===== config.mk =====
export PLATFORM = sky130hd
export DESIGN_NAME = i2c_slave_rx
export DESIGN_NICKNAME = d
export VERILOG_FILES = /design/src/rtl/i2c_slave_rx_pkg.sv /design/src/rtl/i2c_rx_linemon.sv /design/src/rtl/i2c_rx_shifter.sv /design/src/rtl/i2c_rx_ctrl.sv /design/src/rtl/i2c_slave_rx.sv
export SDC_FILE = /design/constraint.sdc
export NUM_CORES = 1
export LEC_CHECK = 0
export CORE_MARGIN = 8
export CORE_UTILIZATION = 35
export CTS_BUF_LIST = sky130_fd_sc_hd__clkbuf_2
export DETAILED_ROUTE_END_ITERATION = 10
export SETUP_SLACK_MARGIN = 0.2
export SLEW_MARGIN = 15
export SYNTH_ARGS = -nofsm -noshare
export SYNTH_HDL_FRONTEND = slang
export SYNTH_SLANG_ARGS = --single-unit

===== constraint.sdc =====
create_clock -name clk -period 1.15 [get_ports clk]
set_clock_uncertainty 0.1 [all_clocks]
set_input_delay 0.345 -clock clk [delete_from_list [all_inputs] [get_ports clk]]
set_output_delay 0.345 -clock clk [all_outputs]
set_load 0.05 [all_outputs]

===== src/rtl/i2c_slave_rx_pkg.sv =====
package i2c_slave_rx_pkg;

  typedef enum logic [2:0] {
    ST_IDLE,      // not addressed, watching for START
    ST_ADDR,      // shifting address byte
    ST_ADDR_ACK,  // driving ACK for matched address
    ST_DATA,      // shifting data byte while addressed
    ST_DATA_ACK   // ninth clock of a data byte
  } rx_state_e;

  localparam logic [7:0] SC_OWN_W     = 8'h60;
  localparam logic [7:0] SC_GCALL     = 8'h70;
  localparam logic [7:0] SC_OWN_DACK  = 8'h80;
  localparam logic [7:0] SC_OWN_DNACK = 8'h88;
  localparam logic [7:0] SC_GC_DACK   = 8'h90;
  localparam logic [7:0] SC_GC_DNACK  = 8'h98;
  localparam logic [7:0] SC_STOP_RS   = 8'hA0;
  localparam logic [7:0] SC_NONE      = 8'hF8;

endpackage


===== src/rtl/i2c_rx_linemon.sv =====
module i2c_rx_linemon #(
  parameter int SYNC_STAGES = 2
) (
  input  logic clk,
  input  logic rst_n,
  input  logic scl_in,
  input  logic sda_in,
  output logic scl_s,
  output logic sda_s,
  output logic scl_rise,
  output logic scl_fall,
  output logic start_det,
  output logic stop_det
);

  logic [SYNC_STAGES-1:0] scl_pipe_q, scl_pipe_d;
  logic [SYNC_STAGES-1:0] sda_pipe_q, sda_pipe_d;
  logic                   scl_prev_q, sda_prev_q;

  generate
    if (SYNC_STAGES > 1) begin : g_chain
      always_comb begin
        scl_pipe_d = {scl_pipe_q[SYNC_STAGES-2:0], scl_in};
        sda_pipe_d = {sda_pipe_q[SYNC_STAGES-2:0], sda_in};
      end
    end else begin : g_single
      always_comb begin
        scl_pipe_d = scl_in;
        sda_pipe_d = sda_in;
      end
    end
  endgenerate

  // Idle bus lines are high, so all stages reset to one.
  always_ff @(posedge clk or negedge rst_n) begin
    if (!rst_n) begin
      scl_pipe_q <= '1;
      sda_pipe_q <= '1;
      scl_prev_q <= 1'b1;
      sda_prev_q <= 1'b1;
    end else begin
      scl_pipe_q <= scl_pipe_d;
      sda_pipe_q <= sda_pipe_d;
      scl_prev_q <= scl_pipe_q[SYNC_STAGES-1];
      sda_prev_q <= sda_pipe_q[SYNC_STAGES-1];
    end
  end

  always_comb begin
    scl_s     = scl_pipe_q[SYNC_STAGES-1];
    sda_s     = sda_pipe_q[SYNC_STAGES-1];
    scl_rise  = scl_s & ~scl_prev_q;
    scl_fall  = ~scl_s & scl_prev_q;
    start_det = scl_s & scl_prev_q & sda_prev_q & ~sda_s;
    stop_det  = scl_s & scl_prev_q & ~sda_prev_q & sda_s;
  end

endmodule


===== src/rtl/i2c_rx_shifter.sv =====
module i2c_rx_shifter #(
  parameter int DATA_W = 8
) (
  input  logic              clk,
  input  logic              rst_n,
  input  logic              shift_en,
  input  logic              latch_en,
  input  logic              bit_in,
  output logic [DATA_W-1:0] shreg,
  output logic [DATA_W-1:0] data_q
);

  logic [DATA_W-1:0] shreg_d, data_d;

  always_comb begin
    shreg_d = shreg;
    data_d  = data_q;
    if (shift_en) shreg_d = {shreg[DATA_W-2:0], bit_in};
    if (latch_en) data_d  = {shreg[DATA_W-2:0], bit_in};
  end

  always_ff @(posedge clk or negedge rst_n) begin
    if (!rst_n) begin
      shreg  <= '0;
      data_q <= '0;
    end else begin
      if (shift_en) shreg  <= shreg_d;
      if (latch_en) data_q <= data_d;
    end
  end

endmodule


===== src/rtl/i2c_rx_ctrl.sv =====
module i2c_rx_ctrl
  import i2c_slave_rx_pkg::*;
#(
  parameter int DATA_W = 8
) (
  input  logic              clk,
  input  logic              rst_n,
  input  logic              scl_s,
  input  logic              scl_rise,
  input  logic              scl_fall,
  input  logic              start_det,
  input  logic              stop_det,
  input  logic [DATA_W-1:0] rx_byte,
  input  logic [DATA_W-1:0] own_cfg,
  input  logic              ack_en,
  output logic              shift_en,
  output logic              latch_en,
  output logic              sda_low,
  output logic              ev_set,
  output logic [7:0]        ev_code,
  output logic              addressed
);

  localparam int ADDR_W = DATA_W - 1;
  localparam int CNT_W  = $clog2(DATA_W + 2);
  localparam logic [CNT_W-1:0] LAST_BIT = CNT_W'(DATA_W);
  localparam logic [CNT_W-1:0] ACK_BIT  = CNT_W'(DATA_W + 1);
  localparam logic [CNT_W-1:0] PRE_LAST = CNT_W'(DATA_W - 1);

  rx_state_e        state_q, state_d;
  logic [CNT_W-1:0] cnt_q, cnt_d;
  logic             gc_q, gc_d;
  logic             ackq_q, ackq_d;
  logic             sda_q, sda_d;
  logic             own_hit, gc_hit;

  always_comb begin
    own_hit = ack_en & (rx_byte[DATA_W-1:1] == own_cfg[DATA_W-1:1]) & ~rx_byte[0];
    gc_hit  = ack_en & own_cfg[0] & (rx_byte == '0);
    addressed = (state_q == ST_DATA) | ((state_q == ST_DATA_ACK) & ackq_q);
  end

  always_comb begin
    state_d  = state_q;
    cnt_d    = cnt_q;
    gc_d     = gc_q;
    ackq_d   = ackq_q;
    sda_d    = sda_q;
    shift_en = 1'b0;
    latch_en = 1'b0;
    ev_set   = 1'b0;
    ev_code  = SC_NONE;
    if (start_det) begin
      if (addressed) begin
        ev_set  = 1'b1;
        ev_code = SC_STOP_RS;
      end
      state_d = ST_ADDR;
      cnt_d   = '0;
      sda_d   = 1'b0;
    end else if (stop_det) begin
      if (addressed) begin
        ev_set  = 1'b1;
        ev_code = SC_STOP_RS;
      end
      state_d = ST_IDLE;
      cnt_d   = '0;
      sda_d   = 1'b0;
    end else begin
      unique case (state_q)
        ST_IDLE: ;
        ST_ADDR: begin
          if (scl_rise && cnt_q < LAST_BIT) begin
            shift_en = 1'b1;
            cnt_d    = cnt_q + 1'b1;
          end else if (scl_fall && cnt_q == LAST_BIT) begin
            if (own_hit || gc_hit) begin
              sda_d   = 1'b1;
              gc_d    = gc_hit & ~own_hit;
              state_d = ST_ADDR_ACK;
            end else begin
              state_d = ST_IDLE;
            end
          end
        end
        ST_ADDR_ACK: begin
          if (scl_rise) begin
            cnt_d = ACK_BIT;
          end else if (scl_fall && cnt_q == ACK_BIT) begin
            sda_d   = 1'b0;
            ev_set  = 1'b1;
            ev_code = gc_q ? SC_GCALL : SC_OWN_W;
            state_d = ST_DATA;
            cnt_d   = '0;
          end
        end
        ST_DATA: begin
          if (scl_rise && cnt_q < LAST_BIT) begin
            shift_en = 1'b1;
            latch_en = (cnt_q == PRE_LAST);
            cnt_d    = cnt_q + 1'b1;
          end else if (scl_fall && cnt_q == LAST_BIT) begin
            ackq_d  = ack_en;
            sda_d   = ack_en;
            state_d = ST_DATA_ACK;
          end
        end
        ST_DATA_ACK: begin
          if (scl_rise) begin
            cnt_d = ACK_BIT;
          end else if (scl_fall && cnt_q == ACK_BIT) begin
            sda_d   = 1'b0;
            ev_set  = 1'b1;
            ev_code = gc_q ? (ackq_q ? SC_GC_DACK  : SC_GC_DNACK)
                           : (ackq_q ? SC_OWN_DACK : SC_OWN_DNACK);
            state_d = ackq_q ? ST_DATA : ST_IDLE;
            cnt_d   = '0;
          end
        end
        default: state_d = ST_IDLE;
      endcase
    end
  end

  always_ff @(posedge clk or negedge rst_n) begin
    if (!rst_n) begin
      state_q <= ST_IDLE;
      cnt_q   <= '0;
      gc_q    <= 1'b0;
      ackq_q  <= 1'b0;
      sda_q   <= 1'b0;
    end else begin
      state_q <= state_d;
      cnt_q   <= cnt_d;
      gc_q    <= gc_d;
      ackq_q  <= ackq_d;
      sda_q   <= sda_d;
    end
  end

  assign sda_low = sda_q;

  AST_ACK_ONLY_SCL_LOW: assert property (@(posedge clk) disable iff (!rst_n)
    $rose(sda_q) |-> !scl_s);

  AST_NACK_UNADDRESSES: assert property (@(posedge clk) disable iff (!rst_n)
    (ev_set && (ev_code == SC_OWN_DNACK || ev_code == SC_GC_DNACK)) |=> (state_q == ST_IDLE));

  AST_ADDR_FIELD_WIDTH: assert property (@(posedge clk) disable iff (!rst_n)
    (state_q == ST_ADDR_ACK) |-> (sda_q && (ADDR_W == DATA_W - 1)));

endmodule


===== src/rtl/i2c_slave_rx.sv =====
module i2c_slave_rx
  import i2c_slave_rx_pkg::*;
#(
  parameter int SYNC_STAGES = 2,
  parameter int DATA_W      = 8
) (
  input  logic              clk,
  input  logic              rst_n,
  input  logic              scl_in,
  input  logic              sda_in,
  output logic              scl_drive_low,
  output logic              sda_drive_low,
  input  logic [DATA_W-1:0] own_cfg,
  input  logic              ack_en,
  input  logic              flag_clr,
  output logic              event_flag,
  output logic [7:0]        status,
  output logic [DATA_W-1:0] rx_data
);

  logic [1:0]        rst_pipe_q;
  logic              rst_int_n;
  logic              scl_s, sda_s, scl_rise, scl_fall, start_det, stop_det;
  logic              shift_en, latch_en, sda_low, ev_set, addressed;
  logic [7:0]        ev_code;
  logic [DATA_W-1:0] shreg;
  logic              flag_q, flag_d;
  logic [7:0]        status_q, status_d;

  // Asynchronous assert, synchronous release.
  always_ff @(posedge clk or negedge rst_n) begin
    if (!rst_n) rst_pipe_q <= 2'b00;
    else        rst_pipe_q <= {rst_pipe_q[0], 1'b1};
  end
  assign rst_int_n = rst_pipe_q[1];

  i2c_rx_linemon #(.SYNC_STAGES(SYNC_STAGES)) u_linemon (
    .clk       (clk),
    .rst_n     (rst_int_n),
    .scl_in    (scl_in),
    .sda_in    (sda_in),
    .scl_s     (scl_s),
    .sda_s     (sda_s),
    .scl_rise  (scl_rise),
    .scl_fall  (scl_fall),
    .start_det (start_det),
    .stop_det  (stop_det)
  );

  i2c_rx_shifter #(.DATA_W(DATA_W)) u_shifter (
    .clk      (clk),
    .rst_n    (rst_int_n),
    .shift_en (shift_en),
    .latch_en (latch_en),
    .bit_in   (sda_s),
    .shreg    (shreg),
    .data_q   (rx_data)
  );

  i2c_rx_ctrl #(.DATA_W(DATA_W)) u_ctrl (
    .clk       (clk),
    .rst_n     (rst_int_n),
    .scl_s     (scl_s),
    .scl_rise  (scl_rise),
    .scl_fall  (scl_fall),
    .start_det (start_det),
    .stop_det  (stop_det),
    .rx_byte   (shreg),
    .own_cfg   (own_cfg),
    .ack_en    (ack_en),
    .shift_en  (shift_en),
    .latch_en  (latch_en),
    .sda_low   (sda_low),
    .ev_set    (ev_set),
    .ev_code   (ev_code),
    .addressed (addressed)
  );

  // Event flag and status: a new event outranks a clear in the same cycle.
  always_comb begin
    flag_d   = flag_q;
    status_d = status_q;
    if (ev_set) begin
      flag_d   = 1'b1;
      status_d = ev_code;
    end else if (flag_clr && flag_q) begin
      flag_d   = 1'b0;
      status_d = SC_NONE;
    end
  end

  always_ff @(posedge clk or negedge rst_int_n) begin
    if (!rst_int_n) begin
      flag_q   <= 1'b0;
      status_q <= SC_NONE;
    end else begin
      flag_q   <= flag_d;
      status_q <= status_d;
    end
  end

  assign event_flag    = flag_q;
  assign status        = status_q;
  assign scl_drive_low = flag_q;
  assign sda_drive_low = sda_low;

  AST_STATUS_IDLE_CODE: assert property (@(posedge clk) disable iff (!rst_int_n)
    flag_q == (status_q != SC_NONE));

  AST_SET_BEATS_CLEAR: assert property (@(posedge clk) disable iff (!rst_int_n)
    (ev_set && flag_clr) |=> (flag_q && status_q != SC_NONE));

  AST_HOLD_UNTIL_CLEAR: assert property (@(posedge clk) disable iff (!rst_int_n)
    (flag_q && !flag_clr) |=> (flag_q && scl_drive_low));

  AST_CLEAR_RELEASES: assert property (@(posedge clk) disable iff (!rst_int_n)
    (flag_q && flag_clr && !ev_set) |=> !scl_drive_low);

endmodule


**Yosys cells after proc, flatten, opt, wreduce, memory -nomap -nowiden**

Index checks and enable logic that the tools add are counted.
W data, S select, Z words.

- Input port bits: 14
- Output and inout port bits: 19
- Word-level logic and storage cells: 137
- Register bits after elaboration: 43

- Reduce and logical (&&, ||, !) cells: 17
- Eq/ne operators: 22
- Add/subtract/negate cells: 1
- Bitwise logic cells: 23
- Mux-type cells: 59
- $lt $le $gt $ge: 1

Operators with widths:

| kind | number |
|---|---|
| $mux W8 | 9 |
| $mux W3 | 10 |
| $mux W4 | 7 |
| $ne A4 B4 Y1 const B | 7 |
| $mux W1 | 25 |
| $pmux W8 S2 | 1 |
| $pmux W3 S5 | 1 |
| $and A1 B1 Y1 | 13 |
| $ne A4 B3 Y1 const B | 3 |
| $not A1 Y1 | 9 |
| $reduce_and A9 Y1 | 1 |
| $eq A4 B4 Y1 const B | 2 |
| $logic_not A8 Y1 | 1 |
| $ne A4 B1 Y1 const B | 2 |
| $pmux W4 S2 | 1 |
| $reduce_and A8 Y1 | 1 |
| $eq A7 B7 Y1 | 1 |
| $mux W7 | 1 |
| $eq A3 B2 Y1 const B | 2 |
| $reduce_and A6 Y1 | 1 |
| $mux W5 | 1 |
| $ne A5 B1 Y1 const B | 1 |
| $reduce_and A5 Y1 | 1 |
| $reduce_bool A5 Y1 | 1 |
| other kinds (16) | 21 |

**Longest topological paths before layout**

Gate-level depths: netlist of the first run.

- Word-level depth: 10
- Gate-level depth with buffers: 6
- Depth with buffers taken out: 6

**Hierarchy**

From an unflattened synthesis of the first run, not the netlist that was laid out.

- Cells, all modules: 203
- Area total of the unflattened synthesis: 2379.8 sq um

Modules (own cells, without submodules):

| module | cells an instance | seq. area each (sq um) | area each (sq um) | times used |
|---|---|---|---|---|
| i2c_rx_ctrl | 121 | 250.2 | 1087.3 | 1 |
| i2c_rx_shifter | 34 | 400.4 | 663.1 | 1 |
| i2c_slave_rx | 38 | 281.5 | 439.2 | 1 |
| i2c_rx_linemon | 10 | 157.7 | 190.2 | 1 |

**Worst setup path after synthesis of the first run**

Ideal clock, no wire load.

- Path kind: flip-flop to flip-flop
- Start point: register u_linemon.scl_prev_q
- End point: register u_ctrl.state_q[2]
- Setup time: 0.128 ns
- Data required time: 0.922 ns
- Clock period less this slack: 1.857 ns
- Cell stages (with the launch flop): 6
- Data arrival time: 1.629 ns
- Setup slack: -0.707 ns
- Path buffers: 0
- Path through: dfstp_2 -> and4bb_2 -> nand2_2 -> a22o_1 -> o21ai_2 -> mux2_1

- Longest elaborated chain between the ends: 5
- Elaborated cells on any way between the ends: 23
- Those cells by class: eq/ne (9); mux (2); bitwise (8); reduce/logical (4)

Ends and longest elaborated chain:

| element | line | text |
|---|---|---|
| from (decl) | i2c_rx_linemon.sv:18 | `logic scl_prev_q, sda_prev_q;` |
| from (signal assigned) | i2c_rx_linemon.sv:44 | `scl_prev_q <= scl_pipe_q[SYNC_STAGES-1];` |
| $and A1 B1 Y1 or $not A1 Y1 (tied branches) | i2c_rx_linemon.sv:54, i2c_rx_linemon.sv:55, i2c_rx_linemon.sv:52 |  |
| $and A1 B1 Y1, on equally long branches | i2c_rx_linemon.sv:54, i2c_rx_linemon.sv:52, i2c_rx_linemon.sv:55 |  |
| $and A1 B1 Y1, or another cell as far along | i2c_rx_linemon.sv:54 | `start_det = scl_s & scl_prev_q & sda_prev_q & ~sda_s;` |
| $ne A4 B4 Y1 (no line), or another cell as far along | -- |  |
| $reduce_and A9 Y1 (no line) or $mux W3 (tied branches) | -- |  |
| to (signal assigned) | i2c_rx_ctrl.sv:133 | `state_q <= state_d;` |
| to (decl) | i2c_rx_ctrl.sv:30 | `rx_state_e state_q, state_d;` |

Parallel ways exist; a longest one is shown, timed or not.
A chain may end at the register's enable or synchronous reset.

**Worst setup path in the final report of the first run**

Ends and elaborated chain as after synthesis.

==> flow_metrics.py, run 1 <==
metrics = {
    "routing": {
        "max_layer_used": "met4",
        "met1_length_mm": 2.292,
        "drt_wl_total_mm": 4.704,
        "final_antenna_net_count": 0,
        "drt-initial-drc-count": 63,
        "vias": 1607,
        "firstDrtPassIters": 4,
        "wire_per_inst_um": 13.96,
        "wl_met3_um": 189,
        "route.detailed.drc": 0,
        "drt-vias-per-instance": 4.769,
        "met2RoutedLength_mm": 2.164,
    },
    "clock_tree": {
        "cts_clock_pin_slew_for_the_worst_setup_and_hold_paths_ns": 0.21,
        "clock_tree.buffer_depth": 2,
        "clkLatencyLatePin_ns": 0.40,
        "tritoncts": "built",
        "numCtsBuffers": 5,
        "cts.sink_count": 40,
        "cts_max_level": 2,
        "ctsRootBufferMaster": "clkbuf_2",
    },
    "placed_design": {
        "place_congestion": 0.8425,
        "dp_hpwl_mm": 3.552,
        "placedInstanceArea_um2": 2967,
        "port-buffer-count": 29,
        "place_ws_ns": -0.8350,
    },
    "timing": {
        "timing.final.ws_setup_ns": -0.7002,
        "timing.final.max_slew_violations": 0,
        "final.min_clock_period_ns": 1.850,
        "setup_viol_count_final": 48,
        "max_clock_freq_mhz": 540.5,
        "timing.final.hold_violations": 0,
        "worst_hold_slack_ns": 0.1177,
        "min_period_over_period": 1.609,
        "unrepaired_setup_endpoints_after_global_routing": "yes",
    },
    "logic_synthesis": {
        "synth_enable_flop_cells": 0,
        "synth_compound_area_frac": 0.1437,
        "synth_xor_area_frac": 0.04318,
        "postSynthCellCount": 176,
        "async_flop_share": 1.000,
        "synthDistinctLibCells": 54,
        "syn-mean-instance-area_um2": 11.52,
        "synth.mux.area_fraction": 0.1098,
        "synthesis.area_um2": 2028,
        "yosys_warnings": 0,
        "synth_top_family_by_area": "compound AO/OA/AOI/OAI gates",
        "fraction_of_the_yosys_area_taken_by_sequential_cells": 0.5003,
        "ys_seq_elements": 40,
        "synth_simple_gate_area_frac": 0.1425,
        "postSynth.topFlopCell": "dfrtp_1",
        "synth_adder_area_share": 0.01851,
    },
    "finish": {
        "filler_cell_count": 471,
        "area_growth_pct": 57.25,
        "final_layout_size_suffix_gt1_frac": 0.5547,
        "final_design_utilization": 0.5757,
        "final_net_count": 281,
        "num_antenna_cells": 0,
        "post-route-cell-area_um2": 3189,
    },
    "pwr": {
        "seq_power_share": 0.390,
        "worst_ir_drop_vdd_mv": 0.8285,
        "p_int_mw": 3.324,
        "power_per_cell_area_nw_per_um2": 1586,
        "p_leak_nw": 1.414,
        "p_comb_frac": 0.444,
        "net-switching-power_mw": 1.733,
        "sw_frac_of_total": 0.3427,
        "fin_total_pwr_mw": 5.057,
        "power_frac_clock": 0.166,
    },
    "worst_setup_path": {
        "crit_reg_reg_endpoint": "u_ctrl.state_q[2]",
        "critical-path-top-delay-family": "flip-flops",
        "reg2regPathDepth": 5,
        "crit_required_ns": 1.37,
        "timing.critical_path.from_type": "flop",
        "path_buf_inv": 0,
        "ff2ff_setup_slack_ns": -0.70,
        "critical_path.slowest_cell": "dfstp_2",
        "critPathMaxStageDelay_ns": 0.59,
        "timing_worst_setup_path_type": "reg2reg",
        "cp-end-kind": "flop",
        "reg2reg_from": "u_linemon.scl_prev_q",
        "cp.arrival_ns": 2.07,
        "worst-path-max-fanout": 4,
        "cp_num_cells": 5,
        "worst_path_cell_chain": "and4bb_2 -> nand2_2 -> a22o_1 -> o21ai_2 -> mux2_1",
    },
    "die": {
        "coreArea_um2": 5540,
        "die_x_um": 92.13,
        "dieArea_um2": 8487,
        "floorplan.die.height_um": 92.13,
        "rows": 27,
        "num_io_pins": 33,
        "start_util": 0.3661,
    },
    "grt": {
        "grt_start_max_net_pins": 39,
        "grt_antenna_before_repair": 0,
        "grt_pass1_wl_mm": 8.093,
        "first_global_vias": 1717,
        "global_route.overflow_total": 0,
        "track_usage": 0.1184,
    },
    "flow_run": {
        "cap_viol_max_count": 0,
    },
    "worst_hold_path": {
        "min-delay-path-class": "reg2async",
    },
    "run_status": {
        "failing_checks": "setup timing",
        "run_status": "finished, violations left",
    },
}
[power by group through the flow]
stage	logic (mW)	clock network [mW]	registers [mW]
after floorplan	0.837	0	2.19
after global placement	2.09	0	2.00
after detailed placement	2.12	0	2.01
after CTS	2.25	0.873	1.98
after global routing	2.46	0.918	2.03
final	2.25	0.838	1.97
[state kept, by name, summed over array words and instances (netlist names)]
register              flops
u_linemon.sda_pipe_q      2
event_flag                1
rst_pipe_q                2
status                    5
u_linemon.scl_pipe_q      2
u_ctrl.sda_low            1
u_linemon.scl_prev_q      1
u_shifter.data_q          8
u_ctrl.ackq_q             1
u_shifter.shreg           8
u_linemon.sda_prev_q      1
u_ctrl.state_q            3
u_ctrl.gc_q               1
u_ctrl.cnt_q              4
[through the flow]
step,setup TNS [ns],instances
floorplan,-17.20,178
CTS,-26.10,335
global placement,-20.85,322
global route,-28.86,337
detailed placement,-21.33,322
finish,-25.49,337
[metal layers]
metal | GRT usage | up-vias
met2 | 0.1919 | 32
met3 | 0.03097 | 5
met1 | 0.1503 | 763
met4 | 0.03624 | 0
li1 | - | 807
met5 | 0 | -
[layout make-up]
class | instances | area, um^2 | area share
sequential | 40 | 1030 | 0.3229
inverter | 6 | 22.52 | 0.007062
timing repair buffer | 87 | 920.9 | 0.2887
multi-input combinational | 124 | 1061 | 0.3327
tap | 72 | 90.09 | 0.02825
clock inverter | 2 | 35.03 | 0.01098
clock buffer | 6 | 30.03 | 0.009415
[cell usage after synthesis, types with 3 or more instances]
cell       n  area [um^2]
o21a_1     3        22.52
ha_1       3        37.54
nand2_1   13        48.80
o21ai_0    3        15.01
nand2b_1   5        31.28
inv_1      6        22.52
dfstp_2   11        289.0
nor3_1     3        15.01
dfrtp_1   29        725.7
xnor2_1    8        70.07
mux2_2    17        191.4
buf_4      6        45.04
nor2_1     8        30.03
a21oi_1    8        40.04
[what timing repair did]
item | 4_1_cts | 5_1_grt
pin swaps | 3 | 1
hold buffers | 1 | 0
endpoints found under the setup margin | 48 | 48
endpoints found under the hold margin | 2 | 0
buffers inserted | 4 | 2
resized for setup | 23 | 4
[cell usage in the layout (no fill, tap or decap), types with 6 or more instances in the layout]
cell type,count
buf_12,18
dfstp_2,11
dfrtp_1,17
mux2_2,9
nand2_1,10
clkdlybuf4s50_1,13
buf_4,53
xnor2_1,8
a21oi_1,7
inv_1,6
mux2_4,8
clkbuf_2,6
dfrtp_2,12
nor2_1,7
[how the worst max path moves through the flow]
| stage | startpoint | to | slack, ns |
|---|---|---|---|
| 3_3_place_gp | ack_en | u_ctrl.sda_low | -0.80 |
| 3_5_place_dp | ack_en | u_ctrl.sda_low | -0.84 |
| 4_1_cts | u_linemon.scl_pipe_q[1] | u_shifter.data_q[4] | -0.69 |
| 5_1_grt | u_linemon.scl_prev_q | u_ctrl.state_q[2] | -0.81 |
| 2_1_floorplan | u_linemon.scl_prev_q | u_ctrl.state_q[2] | -0.68 |
| 6_report | u_linemon.scl_prev_q | u_ctrl.state_q[2] | -0.70 |
[logic make-up (layout without fill, tap and decap cells)]
| family | Yosys count | after routing |
|---|---|---|
| simple gates | 50 | 50 |
| buf+inv | 14 | 101 |
| flops | 40 | 40 |
| fa+ha+maj | 3 | 3 |
| other cells | 2 | 4 |
| xor+xnor | 10 | 10 |
| mux | 20 | 20 |
| compound gates | 37 | 37 |
No activity file was read; power rests on OpenSTA's default activity.
==> run 2: changes to the inputs <==
clock period = 1.8 ns   (was 1.15 ns; I/O delays follow)
==> flow_metrics.py, run 2 (synthesized netlist as in run 1, its figures left out) <==
metrics = {
    "grt": {
        "track_usage": 0.1146,
        "grt_start_max_net_pins": 39,
        "grt_antenna_before_repair": 0,
        "global_route.overflow_total": 0,
        "first_global_vias": 1606,
        "grt_pass1_wl_mm": 7.845,
    },
    "finish": {
        "final_net_count": 259,
        "layoutNonFillerInstCount": 315,
        "multiInputGateArea_um2": 1146,
        "final_design_utilization": 0.5574,
        "layout.cells.most_common": "buf_4",
        "regArea_um2": 1022,
        "post-route-cell-area_um2": 3088,
        "num_antenna_cells": 0,
        "final_layout_size_suffix_gt1_frac": 0.5267,
        "area_growth_pct": 52.25,
        "layout_common_cells": "buf_4, dfrtp_1, buf_12",
        "filler_cell_count": 477,
    },
    "routing": {
        "met1_length_mm": 2.264,
        "met2RoutedLength_mm": 2.166,
        "max_layer_used": "met4",
        "wire_per_inst_um": 14.84,
        "route.detailed.drc": 0,
        "firstDrtPassIters": 4,
        "drt-initial-drc-count": 45,
        "vias": 1585,
        "wl_met3_um": 178,
        "drt-vias-per-instance": 5.032,
        "drt_wl_total_mm": 4.675,
        "final_antenna_net_count": 0,
    },
    "die": {
        "num_io_pins": 33,
        "dieArea_um2": 8487,
        "coreArea_um2": 5540,
        "die_x_um": 92.13,
        "rows": 27,
        "floorplan.die.height_um": 92.13,
        "start_util": 0.3661,
    },
    "worst_hold_path": {
        "min-delay-path-class": "in2async",
    },
    "clock_tree": {
        "cts_max_level": 2,
        "tritoncts": "built",
        "cts_clock_pin_slew_for_the_worst_setup_and_hold_paths_ns": 0.19,
        "clock_tree.buffer_depth": 2,
        "cts.sink_count": 40,
        "ctsRootBufferMaster": "clkbuf_2",
        "clkLatencyLatePin_ns": 0.39,
        "numCtsBuffers": 5,
    },
    "worst_setup_path": {
        "crit_required_ns": 2.00,
        "cp.arrival_ns": 2.02,
        "reg2regPathDepth": 5,
        "timing_worst_setup_path_type": "reg2reg",
        "timing.critical_path.from_type": "flop",
        "cp-end-kind": "flop",
        "worst-path-max-fanout": 4,
    },
    "timing": {
        "final.min_clock_period_ns": 1.817,
        "worst_hold_slack_ns": 0.1801,
        "unrepaired_setup_endpoints_after_global_routing": "yes",
        "timing.final.ws_setup_ns": -0.01741,
        "min_period_over_period": 1.010,
        "timing.final.hold_violations": 0,
        "setup_viol_count_final": 11,
        "fin_tns_setup_ns": -0.1090,
        "max_clock_freq_mhz": 550.2,
        "timing.final.max_slew_violations": 0,
    },
    "pwr": {
        "p_comb_frac": 0.422,
        "sw_frac_of_total": 0.3608,
        "seq_power_share": 0.413,
        "fin_total_pwr_mw": 3.140,
        "p_leak_nw": 1.330,
        "net-switching-power_mw": 1.133,
        "p_int_mw": 2.007,
        "power_frac_clock": 0.164,
        "power_per_cell_area_nw_per_um2": 1017,
        "worst_ir_drop_vdd_mv": 0.5482,
    },
    "run_status": {
        "run_status": "finished, violations left",
        "failing_checks": "setup timing",
    },
    "placed_design": {
        "place_congestion": 0.8159,
        "placedInstanceArea_um2": 2750,
        "place_ws_ns": -0.4891,
        "place_inst": 297,
        "dp_hpwl_mm": 3.326,
        "port-buffer-count": 29,
    },
    "flow_run": {
        "cap_viol_max_count": 0,
    },
}
==> run 2: final timing paths <==
check | start | endpoint | slack, ns
max in group asynchronous | rst_pipe_q[1] | u_linemon.sda_pipe_q[0] | 1.06
min in group clk | u_linemon.scl_pipe_q[0] | u_linemon.scl_pipe_q[1] | 0.26
hold / removal | rst_n | rst_pipe_q[1] | 0.18
setup reg to reg | u_linemon.scl_prev_q | u_ctrl.state_q[2] | -0.02
setup / recovery | u_linemon.scl_prev_q | u_ctrl.state_q[2] | -0.02
hold reg to reg | rst_pipe_q[1] | u_ctrl.cnt_q[1] | 0.19
==> run 2: power groups by stage <==
stage / combinational [mW] / sequential [mW] / clock (mW)
6_report: 1.33 / 1.30 / 0.516
5_1_grt: 1.44 / 1.33 / 0.564
4_1_cts: 1.23 / 1.28 / 0.532
3_3_place_gp: 1.13 / 1.29 / 0
3_5_place_dp: 1.15 / 1.29 / 0
2_1_floorplan: 0.538 / 1.40 / 0
==> run 2: worst max-delay path, cell delays in order, from the launching register on <==
cell and delay (ns):
dfstp_2 0.57, and4bb_2 0.29, nand2_2 0.08, a22o_1 0.21, o21ai_2 0.15, mux2_1 0.33
==> run 2: layer usage <==
layer / global-route usage / vias up
li1: - / 768
met2: 0.1758 / 32
met4: 0.04698 / 0
met5: 0 / -
met1: 0.1508 / 779
met3: 0.02771 / 6
==> run 2: repair_timing <==
item,4_1_cts,5_1_grt
buffers inserted,8,2
setup endpoints to repair,47,47
hold buffers,0,0
hold endpoints to repair,0,0
resized for setup,30,21
pin swaps,9,6
==> run 2: final cells by class <==
class | instances | share of cell area
multi-input combinational | 124 | 0.3712
sequential | 40 | 0.3310
timing repair buffer | 65 | 0.2411
tap | 72 | 0.02917
clock inverter | 3 | 0.01216
clock buffer | 5 | 0.008104
inverter | 6 | 0.007293
